File: src/rtl/ibuf_pkg.sv
package ibuf_pkg;

    typedef logic [15:0] half_t;
    typedef logic [31:0] word_t;

    // Length decision on the leading halfword of an instruction.
    function automatic logic hw_is_long(input half_t hw, input half_t mask, input half_t match);
        return (hw & mask) == match;
    endfunction

    // Halfword count consumed by one instruction.
    function automatic logic [1:0] halves_of(input logic is_long);
        return is_long ? 2'd2 : 2'd1;
    endfunction

    typedef struct packed {
        word_t bits;
        logic  is_long;
    } instr_t;

endpackage

File: src/rtl/ibuf_fetch_ctl.sv
module ibuf_fetch_ctl
    import ibuf_pkg::*;
#(
    parameter int          AW         = 32,
    parameter logic [31:0] RESET_ADDR = 32'h0
) (
    input  logic          clk,
    input  logic          rst,
    input  logic          redirect_valid,
    input  logic [AW-1:0] redirect_word,
    input  logic          slot_free,
    input  logic          fetch_ack,
    output logic          fetch_req,
    output logic [AW-1:0] fetch_addr,
    output logic          wr_en
);
    localparam logic [AW-1:0] RST_WORD = {RESET_ADDR[AW-1:2], 2'b00};

    logic [AW-1:0] pf_addr;

    assign fetch_req  = redirect_valid | slot_free;
    assign fetch_addr = redirect_valid ? redirect_word : pf_addr;
    assign wr_en      = fetch_req & fetch_ack;

    always_ff @(posedge clk) begin
        if (rst)
            pf_addr <= RST_WORD;
        else if (wr_en)
            pf_addr <= fetch_addr + AW'(4);
        else if (redirect_valid)
            pf_addr <= redirect_word;
    end

    assert_fetch_aligned_R2: assert property (@(posedge clk) disable iff (rst)
        fetch_req |-> (fetch_addr[1:0] == 2'b00));

    assert_fetch_step_R2: assert property (@(posedge clk) disable iff (rst)
        wr_en |=> (redirect_valid || fetch_addr == $past(fetch_addr) + AW'(4)));

endmodule

File: src/rtl/ibuf_store.sv
module ibuf_store
    import ibuf_pkg::*;
#(
    parameter int   DEPTH     = 4,
    parameter logic RESET_ODD = 1'b0,
    parameter int   CW        = $clog2(2*DEPTH+1)
) (
    input  logic          clk,
    input  logic          rst,
    input  logic          flush,
    input  logic          flush_odd,
    input  logic          wr_en,
    input  word_t         wr_data,
    input  logic          pop,
    input  logic          pop_long,
    output half_t         head0,
    output half_t         head1,
    output logic [CW-1:0] hw_avail,
    output logic          slot_free
);
    localparam int PW       = $clog2(DEPTH);
    localparam int RPW      = PW + 1;
    localparam int HW_SLOTS = 2 * DEPTH;

    word_t          words [DEPTH];
    half_t          halves [HW_SLOTS];
    logic [PW-1:0]  wr_ptr;
    logic [RPW-1:0] rd_ptr;
    logic           skip_low;

    // Halfword view of the word array: even slot = lower address.
    for (genvar g = 0; g < DEPTH; g++) begin : g_split
        assign halves[2*g]   = words[g][15:0];
        assign halves[2*g+1] = words[g][31:16];
    end

    assign head0 = halves[rd_ptr];
    assign head1 = halves[rd_ptr + RPW'(1)];

    logic [CW:0] span_hw;
    assign span_hw   = {1'b0, hw_avail} + (CW+1)'(rd_ptr[0]);
    assign slot_free = (span_hw >> 1) < (CW+1)'(DEPTH);

    logic [CW-1:0]  add_hw, sub_hw;
    logic [RPW-1:0] rd_step;
    assign add_hw  = wr_en ? (skip_low ? CW'(1) : CW'(2)) : CW'(0);
    assign sub_hw  = pop ? CW'(halves_of(pop_long)) : CW'(0);
    assign rd_step = pop ? RPW'(halves_of(pop_long)) : RPW'(0);

    always_ff @(posedge clk) begin
        if (wr_en && !rst)
            words[flush ? PW'(0) : wr_ptr] <= wr_data;
    end

    always_ff @(posedge clk) begin
        if (rst) begin
            wr_ptr   <= '0;
            rd_ptr   <= RPW'(RESET_ODD);
            hw_avail <= '0;
            skip_low <= RESET_ODD;
        end else if (flush) begin
            wr_ptr   <= wr_en ? PW'(1) : PW'(0);
            rd_ptr   <= RPW'(flush_odd);
            hw_avail <= wr_en ? (flush_odd ? CW'(1) : CW'(2)) : CW'(0);
            skip_low <= flush_odd & ~wr_en;
        end else begin
            wr_ptr   <= wr_ptr + PW'(wr_en);
            rd_ptr   <= rd_ptr + rd_step;
            hw_avail <= hw_avail + add_hw - sub_hw;
            if (wr_en)
                skip_low <= 1'b0;
        end
    end

    assert_no_overflow_R3: assert property (@(posedge clk) disable iff (rst)
        span_hw <= (CW+1)'(HW_SLOTS));

    assert_pop_complete_R6: assert property (@(posedge clk) disable iff (rst)
        pop |-> (hw_avail >= CW'(halves_of(pop_long))));

endmodule

File: src/rtl/ibuf_issue.sv
module ibuf_issue
    import ibuf_pkg::*;
#(
    parameter int          AW         = 32,
    parameter int          CW         = 4,
    parameter logic [31:0] RESET_ADDR = 32'h0,
    parameter half_t       LONG_MASK  = 16'h8000,
    parameter half_t       LONG_MATCH = 16'h8000
) (
    input  logic          clk,
    input  logic          rst,
    input  logic          flush,
    input  logic [AW-1:0] flush_addr,
    input  half_t         head0,
    input  half_t         head1,
    input  logic [CW-1:0] hw_avail,
    input  logic          out_ready,
    output logic          out_valid,
    output word_t         out_instr,
    output logic          out_is_long,
    output logic [AW-1:0] out_pc,
    output logic          pop,
    output logic          pop_long
);
    instr_t        cur;
    logic          enough;
    logic [AW-1:0] pc_q;

    always_comb begin
        cur.is_long = hw_is_long(head0, LONG_MASK, LONG_MATCH);
        cur.bits    = cur.is_long ? {head1, head0} : {16'h0000, head0};
        enough      = cur.is_long ? (hw_avail >= CW'(2)) : (hw_avail >= CW'(1));
    end

    assign out_valid   = ~flush & enough;
    assign out_instr   = cur.bits;
    assign out_is_long = cur.is_long;
    assign out_pc      = pc_q;
    assign pop         = out_valid & out_ready;
    assign pop_long    = cur.is_long;

    always_ff @(posedge clk) begin
        if (rst)
            pc_q <= RESET_ADDR[AW-1:0];
        else if (flush)
            pc_q <= flush_addr;
        else if (pop)
            pc_q <= pc_q + (cur.is_long ? AW'(4) : AW'(2));
    end

    assert_pc_step_R7: assert property (@(posedge clk) disable iff (rst)
        pop |=> (out_pc == $past(out_pc) + ($past(out_is_long) ? AW'(4) : AW'(2))));

    assert_hold_stall_R8: assert property (@(posedge clk) disable iff (rst)
        (out_valid && !out_ready) |=>
            (flush || (out_valid && $stable(out_instr) && $stable(out_pc) && $stable(out_is_long))));

    assert_redirect_pc_R10: assert property (@(posedge clk) disable iff (rst)
        flush |=> (out_pc == $past(flush_addr)));

endmodule

File: src/rtl/ibuf_prefetch.sv
module ibuf_prefetch
    import ibuf_pkg::*;
#(
    parameter int          DEPTH      = 4,
    parameter int          AW         = 32,
    parameter logic [31:0] RESET_ADDR = 32'h0,
    parameter logic [15:0] LONG_MASK  = 16'h8000,
    parameter logic [15:0] LONG_MATCH = 16'h8000
) (
    input  logic          clk,
    input  logic          rst,
    input  logic          redirect_valid,
    input  logic [AW-1:0] redirect_addr,
    output logic          fetch_req,
    output logic [AW-1:0] fetch_addr,
    input  logic          fetch_ack,
    input  logic [31:0]   fetch_data,
    output logic          out_valid,
    input  logic          out_ready,
    output logic [31:0]   out_instr,
    output logic          out_is_long,
    output logic [AW-1:0] out_pc
);
    localparam int CW = $clog2(2*DEPTH+1);

    logic [AW-1:0] redirect_word;
    logic          slot_free, wr_en, pop, pop_long;
    half_t         head0, head1;
    logic [CW-1:0] hw_avail;

    assign redirect_word = {redirect_addr[AW-1:2], 2'b00};

    ibuf_fetch_ctl #(.AW(AW), .RESET_ADDR(RESET_ADDR)) u_fetch (
        .clk(clk), .rst(rst),
        .redirect_valid(redirect_valid), .redirect_word(redirect_word),
        .slot_free(slot_free), .fetch_ack(fetch_ack),
        .fetch_req(fetch_req), .fetch_addr(fetch_addr), .wr_en(wr_en)
    );

    ibuf_store #(.DEPTH(DEPTH), .RESET_ODD(RESET_ADDR[1]), .CW(CW)) u_store (
        .clk(clk), .rst(rst),
        .flush(redirect_valid), .flush_odd(redirect_addr[1]),
        .wr_en(wr_en), .wr_data(fetch_data),
        .pop(pop), .pop_long(pop_long),
        .head0(head0), .head1(head1), .hw_avail(hw_avail), .slot_free(slot_free)
    );

    ibuf_issue #(
        .AW(AW), .CW(CW), .RESET_ADDR(RESET_ADDR),
        .LONG_MASK(LONG_MASK), .LONG_MATCH(LONG_MATCH)
    ) u_issue (
        .clk(clk), .rst(rst),
        .flush(redirect_valid), .flush_addr(redirect_addr),
        .head0(head0), .head1(head1), .hw_avail(hw_avail),
        .out_ready(out_ready),
        .out_valid(out_valid), .out_instr(out_instr), .out_is_long(out_is_long),
        .out_pc(out_pc), .pop(pop), .pop_long(pop_long)
    );

    assert_flush_quiet_R9: assert property (@(posedge clk) disable iff (rst)
        redirect_valid |-> (!out_valid && fetch_req && fetch_addr == redirect_word));

endmodule

File: config.mk
export PLATFORM = sky130hd
export DESIGN_NAME = ibuf_prefetch
export DESIGN_NICKNAME = d
export VERILOG_FILES = /design/src/rtl/ibuf_pkg.sv /design/src/rtl/ibuf_fetch_ctl.sv /design/src/rtl/ibuf_store.sv /design/src/rtl/ibuf_issue.sv /design/src/rtl/ibuf_prefetch.sv
export SDC_FILE = /design/constraint.sdc
export NUM_CORES = 1
export LEC_CHECK = 0
export ABC_CLOCK_PERIOD_IN_PS = 7800
export BUFFER_PORTS_ARGS = -buffer_cell sky130_fd_sc_hd__buf_2
export CORE_UTILIZATION = 61
export DETAILED_ROUTE_END_ITERATION = 16
export PLACE_DENSITY = 0.85
export SLEW_MARGIN = 25
export SYNTH_ARGS = -nofsm -noshare
export SYNTH_HDL_FRONTEND = slang
export SYNTH_SLANG_ARGS = --single-unit
File: constraint.sdc
create_clock -name clk -period 7.8 [get_ports clk]
set_input_delay 0 -clock clk [delete_from_list [all_inputs] [get_ports clk]]
set_output_delay 0 -clock clk [all_outputs]
set_load 0.05 [all_outputs]
Word-level counts from Yosys, hierarchy flattened
Memories as Yosys holds them, arrays and structs flattened. Cells that the tools add are included.

Register bits: 74. Latch bits: 0. Memory bits (writable): 128. Memory bits (read-only): 0. Input bits: 69. Output and inout bits: 99. Word-level logic and storage cells: 64. Memories kept: 1.

Memory list: u_store.words (depth 4, bits a word 32, rd ports 4, clocked after memory_dff 0, wr ports 1, RTL line ibuf_store.sv:25) `word_t words [DEPTH];`.

Add/subtract/negate cells: 8. Multipliers: 0. Div/mod/pow operators: 0. Magnitude comparators: 5. Equality and inequality tests: 0. Shift operators: 0. Mux-type cells: 29. Bitwise logic cells: 9. Reductions and logical operators: 5.

Operators with widths (count): $mux 32 (5); $bmux 16 s3 (2); $mux 16 (4); $add 32x3->32 const B (1); $add 32x32->32 (1); $mux 2 (7); $mux 4 (3); $ge 4x4->1 const B (2); $not 3->4 (2); $mux 1 (7); $add 4x1->5 (1); $add 4x4->4 (1); $and 1x1->1 (4); $ge 4x1->1 const B (1); $ge 4x2->1 const B (1); $lt 4x3->1 const B (1); $reduce_bool 2->1 (2); $sub 4x4->4 (1); $add 3x1->3 const B (1); $add 3x2->3 (1); $mux 3 (1); $add 2x1->2 (1); $not 1->1 (2); $reduce_or 2->1 (1); other kinds (3) (3).

Logic depth before layout (Yosys ltp)
Word-level depth: 10. Gate-level depth with buffers: 15. Gate-level depth less buffers: 13.

Modules after synthesis
From an unflattened synthesis, not the netlist that was laid out.

Cell total of the unflattened synthesis: 825. Area, all modules: 10782.8 um^2.

By module, submodules not included: ibuf_store (instances 1, cells each 316, area each 6526.3 um^2, sequential area each 4043.9 um^2); ibuf_fetch_ctl (instances 1, cells each 239, area each 2130.8 um^2, sequential area each 640.6 um^2); ibuf_issue (instances 1, cells each 269, area each 2122.0 um^2, sequential area each 640.6 um^2); ibuf_prefetch (instances 1, cells each 1, area each 3.8 um^2, sequential area each 0.0 um^2).

Least setup slack after synthesis
OpenSTA, ideal clock, no wires.

Kind: flip-flop to flip-flop. Start: register u_store.rd_ptr[0]. End: memory u_store.words[1][0] (netlist bit), enable pin. Library setup time: 0.502 ns. Arrival time: 4.703 ns. Data required time: 7.298 ns. Path slack: 2.595 ns. Cell stages (with the launch flop): 7. Path buffers: 1. Period minus slack after synthesis: 5.205 ns. Cells stage by stage: dfxtp_1 > buf_4 > and3_1 > mux2i_1 > or2_2 > nand2_1 > nor4_1.

Word-level cells in the longest chain between the ends: 7.

Ends and longest elaborated chain: from (decl) (RTL line ibuf_store.sv:28) `logic [RPW-1:0] rd_ptr;`; from (signal assigned) (RTL line ibuf_store.sv:58) `rd_ptr <= RPW'(RESET_ODD);`; from (signal assigned) (RTL line ibuf_store.sv:63) `rd_ptr <= RPW'(flush_odd);`; from (signal assigned) (RTL line ibuf_store.sv:68) `rd_ptr <= rd_ptr + rd_step;`; $add 4x1->5 (RTL line ibuf_store.sv:41) `assign span_hw = {1'b0, hw_avail} + (CW+1)'(rd_ptr[0]);`; $lt 4x3->1 (RTL line ibuf_store.sv:42) `assign slot_free = (span_hw >> 1) < (CW+1)'(DEPTH);`; $or 1x1->1 (RTL line ibuf_fetch_ctl.sv:21) `assign fetch_req = redirect_valid | slot_free;`; net fetch_req (RTL line ibuf_prefetch.sv:14) `output logic fetch_req,`; $and 1x1->1 (RTL line ibuf_fetch_ctl.sv:23) `assign wr_en = fetch_req & fetch_ack;`; $logic_and 1x1->1 (RTL line ibuf_store.sv:51) `if (wr_en && !rst)`; $mux 1 (RTL line ibuf_store.sv:51); $mux 1 (RTL line ibuf_store.sv:52) `words[flush ? PW'(0) : wr_ptr] <= wr_data;`; to (decl) (RTL line ibuf_store.sv:25).

The timed path passes the listed nets, and every way through them passes these cells.

Worst setup path after layout
Start: register u_store.rd_ptr[0]. End: register u_issue.pc_q[27] (netlist: u_issue.out_pc[27]).

Word-level cells in the longest chain between the ends: 8. Elaborated cells between the ends (all ways): 12. Classes of those cells: add/sub (1); mux (7); bitwise (3); reduce/logical (1).

Ends and longest elaborated chain: $not 3->4 (not written as such) * (RTL line ibuf_store.sv:37) `assign head0 = halves[rd_ptr];`; $bmux 16 s3 * (RTL line ibuf_store.sv:37); $mux 16 (not written as such) * (2 in series) (RTL line ibuf_store.sv:37); $mux 3 or $mux 1 (tied branches) (RTL line ibuf_issue.sv:48, ibuf_issue.sv:32); $add 32x32->32 or $and 1x1->1 (tied branches) (RTL line ibuf_issue.sv:48, ibuf_issue.sv:35); $mux 32 or $and 1x1->1 (tied branches) (RTL line ibuf_issue.sv:47, ibuf_issue.sv:39); $mux 32 or $reduce_bool 2->1 (tied branches); to (signal assigned) (RTL line ibuf_issue.sv:44) `pc_q <= RESET_ADDR[AW-1:0];`; to (signal assigned) (RTL line ibuf_issue.sv:46) `pc_q <= flush_addr;`; to (signal assigned) (RTL line ibuf_issue.sv:48) `pc_q <= pc_q + (cur.is_long ? AW'(4) : AW'(2));`; to (decl) (RTL line ibuf_issue.sv:27) `logic [AW-1:0] pc_q;`.

Mark *: on every way between the ends. The rest lies on a longest branch, timed or not. The select of a mux whose other input is x is not followed. A chain may end at the register's enable or synchronous reset.

==> results.ini <==
[outcome]
outcome=finished clean

[clock_tree]
clock_sinks=202
cts_tree=done
clk_pin_slew_ps=60
cts_hold_buf=67
cts_root_buf=clkbuf_16
cts_max_level=1
clk_latency_ps=510
clockBufferDepth=3
cts_resized=0
numCtsBuffers=22
postCtsSetupRepairBufs=0

[synth]
synth_nets=900
synth_edf_count=128
synth.avg_cell_area_um2=12.6
synthArstFlopShare=0
synth_area_um2=10300
synth.largest_area_cell=edfxtp_1
syn_inst=815
ys_warn_count=0
ys_types=60
synth_common_cells=128 x edfxtp_1, 74 x dfxtp_1, 68 x nand2_1
synth.most_common_cell=edfxtp_1
synth_seq_cells=202
synth_top_area_frac=0.374
seq_area_frac_synth=0.518
synth_top_flop_cell=edfxtp_1
synth_area_leaders=edfxtp_1 37%, dfxtp_1 14%, mux4_2 14%, mux2_2 3.8%, nand2_1 2.5%

[worst_setup_path]
worst-path-buf-inv=1
cp_slowest_cell=mux2i_4
cp-end-kind=flop
crit_arrival_ps=5380
crit_family=simple AND/OR/NAND/NOR gates
critical_path_class=reg -> reg
cp-start-kind=flop
crit_path_max_incr_delay_ps=810
path_cells=mux4_2 -> mux2i_4 -> ha_1 -> inv_1 -> fa_1 -> nand4b_1 -> or4_1 -> nor2_1 -> nand4_1 -> xor2_1 -> a211oi_1
path_max_fanout=35
required_ps=8200

[pwr]
internal_power_w=0.00194
clockPowerShare=0.362
ir_worst_vdd_mv=0.261
totalPowerFinal_w=0.00277
power.switching_fraction=0.300
power_frac_seq=0.438
netSwitchingPower_w=0.000832
leakage_nw=4.71
p_comb_frac=0.200
power.density_nw_per_um2=218

[flow_run]
cap_violations=0

[routing]
drtPass1Iterations=6
drt-total-wl_um=27900
viasPerCell=6.44
ant_nets=0
drtIter0Drc=964
drc=0
drt-wirelength-per-cell_um=21.9
num_vias=8184

[placed_design]
dp_hpwl_um=16600
globalplace.congestion=0.860
placedCellCount=1162
io_buffers=167
place_ws_ps=2610

[hold_path]
min_path_type=in -> reg

[sta]
tightest_slew_ps=1080
rsz0062_at_grt=false
tns_ps=0
hold_slack_ps=21.1
slew-limit-headroom=0.279
skew_ps=20.1
hold_viol=0
final-setup-viol-count=0
min_period_ps=4980
fin_crit_sh=0.638
slew_violations=0
max_clock_freq_mhz=201
fin_ws_ps=2820

[die]
die_h_um=132
io_pins=168
start_util=0.622
num_rows=47
die_w_um=132
core_area_um2=16500
dieArea_um2=17400

[global_route]
grt_pass1_vias=8371
grt_usage=0.325
antenna_found_initial=0
grt_max_degree=72
grt_overflow=0
grt_pass1_wl_um=43800

[layout]
regArea_um2=5330
antenna_cells=0
n_fill_cell=917
multi_input_area_um2=4660
drive_above_1_share=0.324
fin_nets=1120
finalNonFillerCells=1271
area_growth_pct=23.7

cell usage in the layout, fill, tap and decap left out, types with 5 or more instances in the layout:
| cell | n |
|---|---|
| and3_1 | 12 |
| a21oi_1 | 32 |
| mux2_2 | 35 |
| and2_1 | 7 |
| buf_4 | 13 |
| dfxtp_1 | 72 |
| a211oi_1 | 23 |
| or2_2 | 5 |
| ha_1 | 12 |
| clkbuf_16 | 22 |
| edfxtp_1 | 128 |
| nand4_1 | 17 |
| nand3_1 | 23 |
| xnor2_1 | 28 |
| nor2_1 | 64 |
| mux4_2 | 64 |
| buf_2 | 167 |
| o21ai_0 | 13 |
| dlygate4sd3_1 | 67 |
| o22ai_1 | 5 |
| nor3_1 | 17 |
| nor2b_1 | 7 |
| xor2_1 | 22 |
| nand2_1 | 68 |
| inv_1 | 26 |
| mux2i_1 | 9 |
state kept, by name, indices dropped and copies added (netlist names):
signal,flops
u_store.rd_ptr,3
u_store.wr_ptr,2
u_issue.out_pc,32
u_store.skip_low,1
u_store.words,128
u_fetch.pf_addr,32
u_store.hw_avail,4
through the flow:
step           instance area [µm²]  utilization
6_report                     12700        0.770
5_1_grt                      12700        0.770
4_1_cts                      12700        0.767
3_5_place_dp                 11300        0.684
3_3_place_gp                 11300        0.683
2_1_floorplan                10300            -
worst register-to-register path: stages, from the launching register on:
cell and delay (ps):
dfxtp_4 710, mux4_2 620, mux2i_4 810, ha_1 330, inv_1 70, fa_1 430
nand4b_1 380, or4_1 700, nor2_1 270, nand4_1 150, xor2_1 170, a211oi_1 240
power by group through the flow:
stage | combinational (W) | clock, W | sequential [W]
floorplan | 0.000356 | 0 | 0.00126
global placement | 0.000491 | 0 | 0.00124
detailed placement | 0.000504 | 0 | 0.00124
CTS | 0.000538 | 0.00101 | 0.00122
global route | 0.000586 | 0.00105 | 0.00122
finish | 0.000555 | 0.00100 | 0.00122
final timing paths:
kind | start | to | slack [ps] | cells after the start
worst max-delay path | u_store.rd_ptr[0]$_SDFF_PP0_ | u_issue.out_pc[27]$_SDFFE_PP0N_ | 2820 | 11
worst min-delay path | rst | u_store.rd_ptr[0]$_SDFF_PP0_ | 20 | 3
worst max register to register | u_store.rd_ptr[0]$_SDFF_PP0_ | u_issue.out_pc[27]$_SDFFE_PP0N_ | 2820 | 11
worst min register to register | u_fetch.pf_addr[1]$_SDFF_PP0_ | u_fetch.pf_addr[1]$_SDFF_PP0_ | 460 | 1
cell type report:
type | count | area share
flip-flops and latches | 202 | 0.419
multi-input cells | 533 | 0.366
repair buffers | 249 | 0.130
clock buffers | 28 | 0.0466
well taps | 220 | 0.0216
clock inverters | 12 | 0.00827
inverters | 27 | 0.00797
layer usage:
layer / up-vias / part of all wire / track usage
met3: 104 / 0.083 / 0.0584
met2: 502 / 0.50 / 0.545
li1: 3532 / - / -
met4: 0 / 0.043 / 0.167
met1: 4046 / 0.37 / 0.406
met5: - / 0 / 0
kinds of logic (layout without fill, tap and decap cells):
group,count (synthesis),after routing,share of synthesized area
AND/OR/NAND/NOR,258,258,0.130
buffers and inverters,80,316,0.0324
multiplexers,110,110,0.191
flip-flops,202,202,0.518
XOR/XNOR,50,50,0.0426
AO/OA/AOI/OAI,99,99,0.0640
adder cells (fa/ha/maj),16,16,0.0224
No activity file was read; power rests on OpenSTA's default activity.
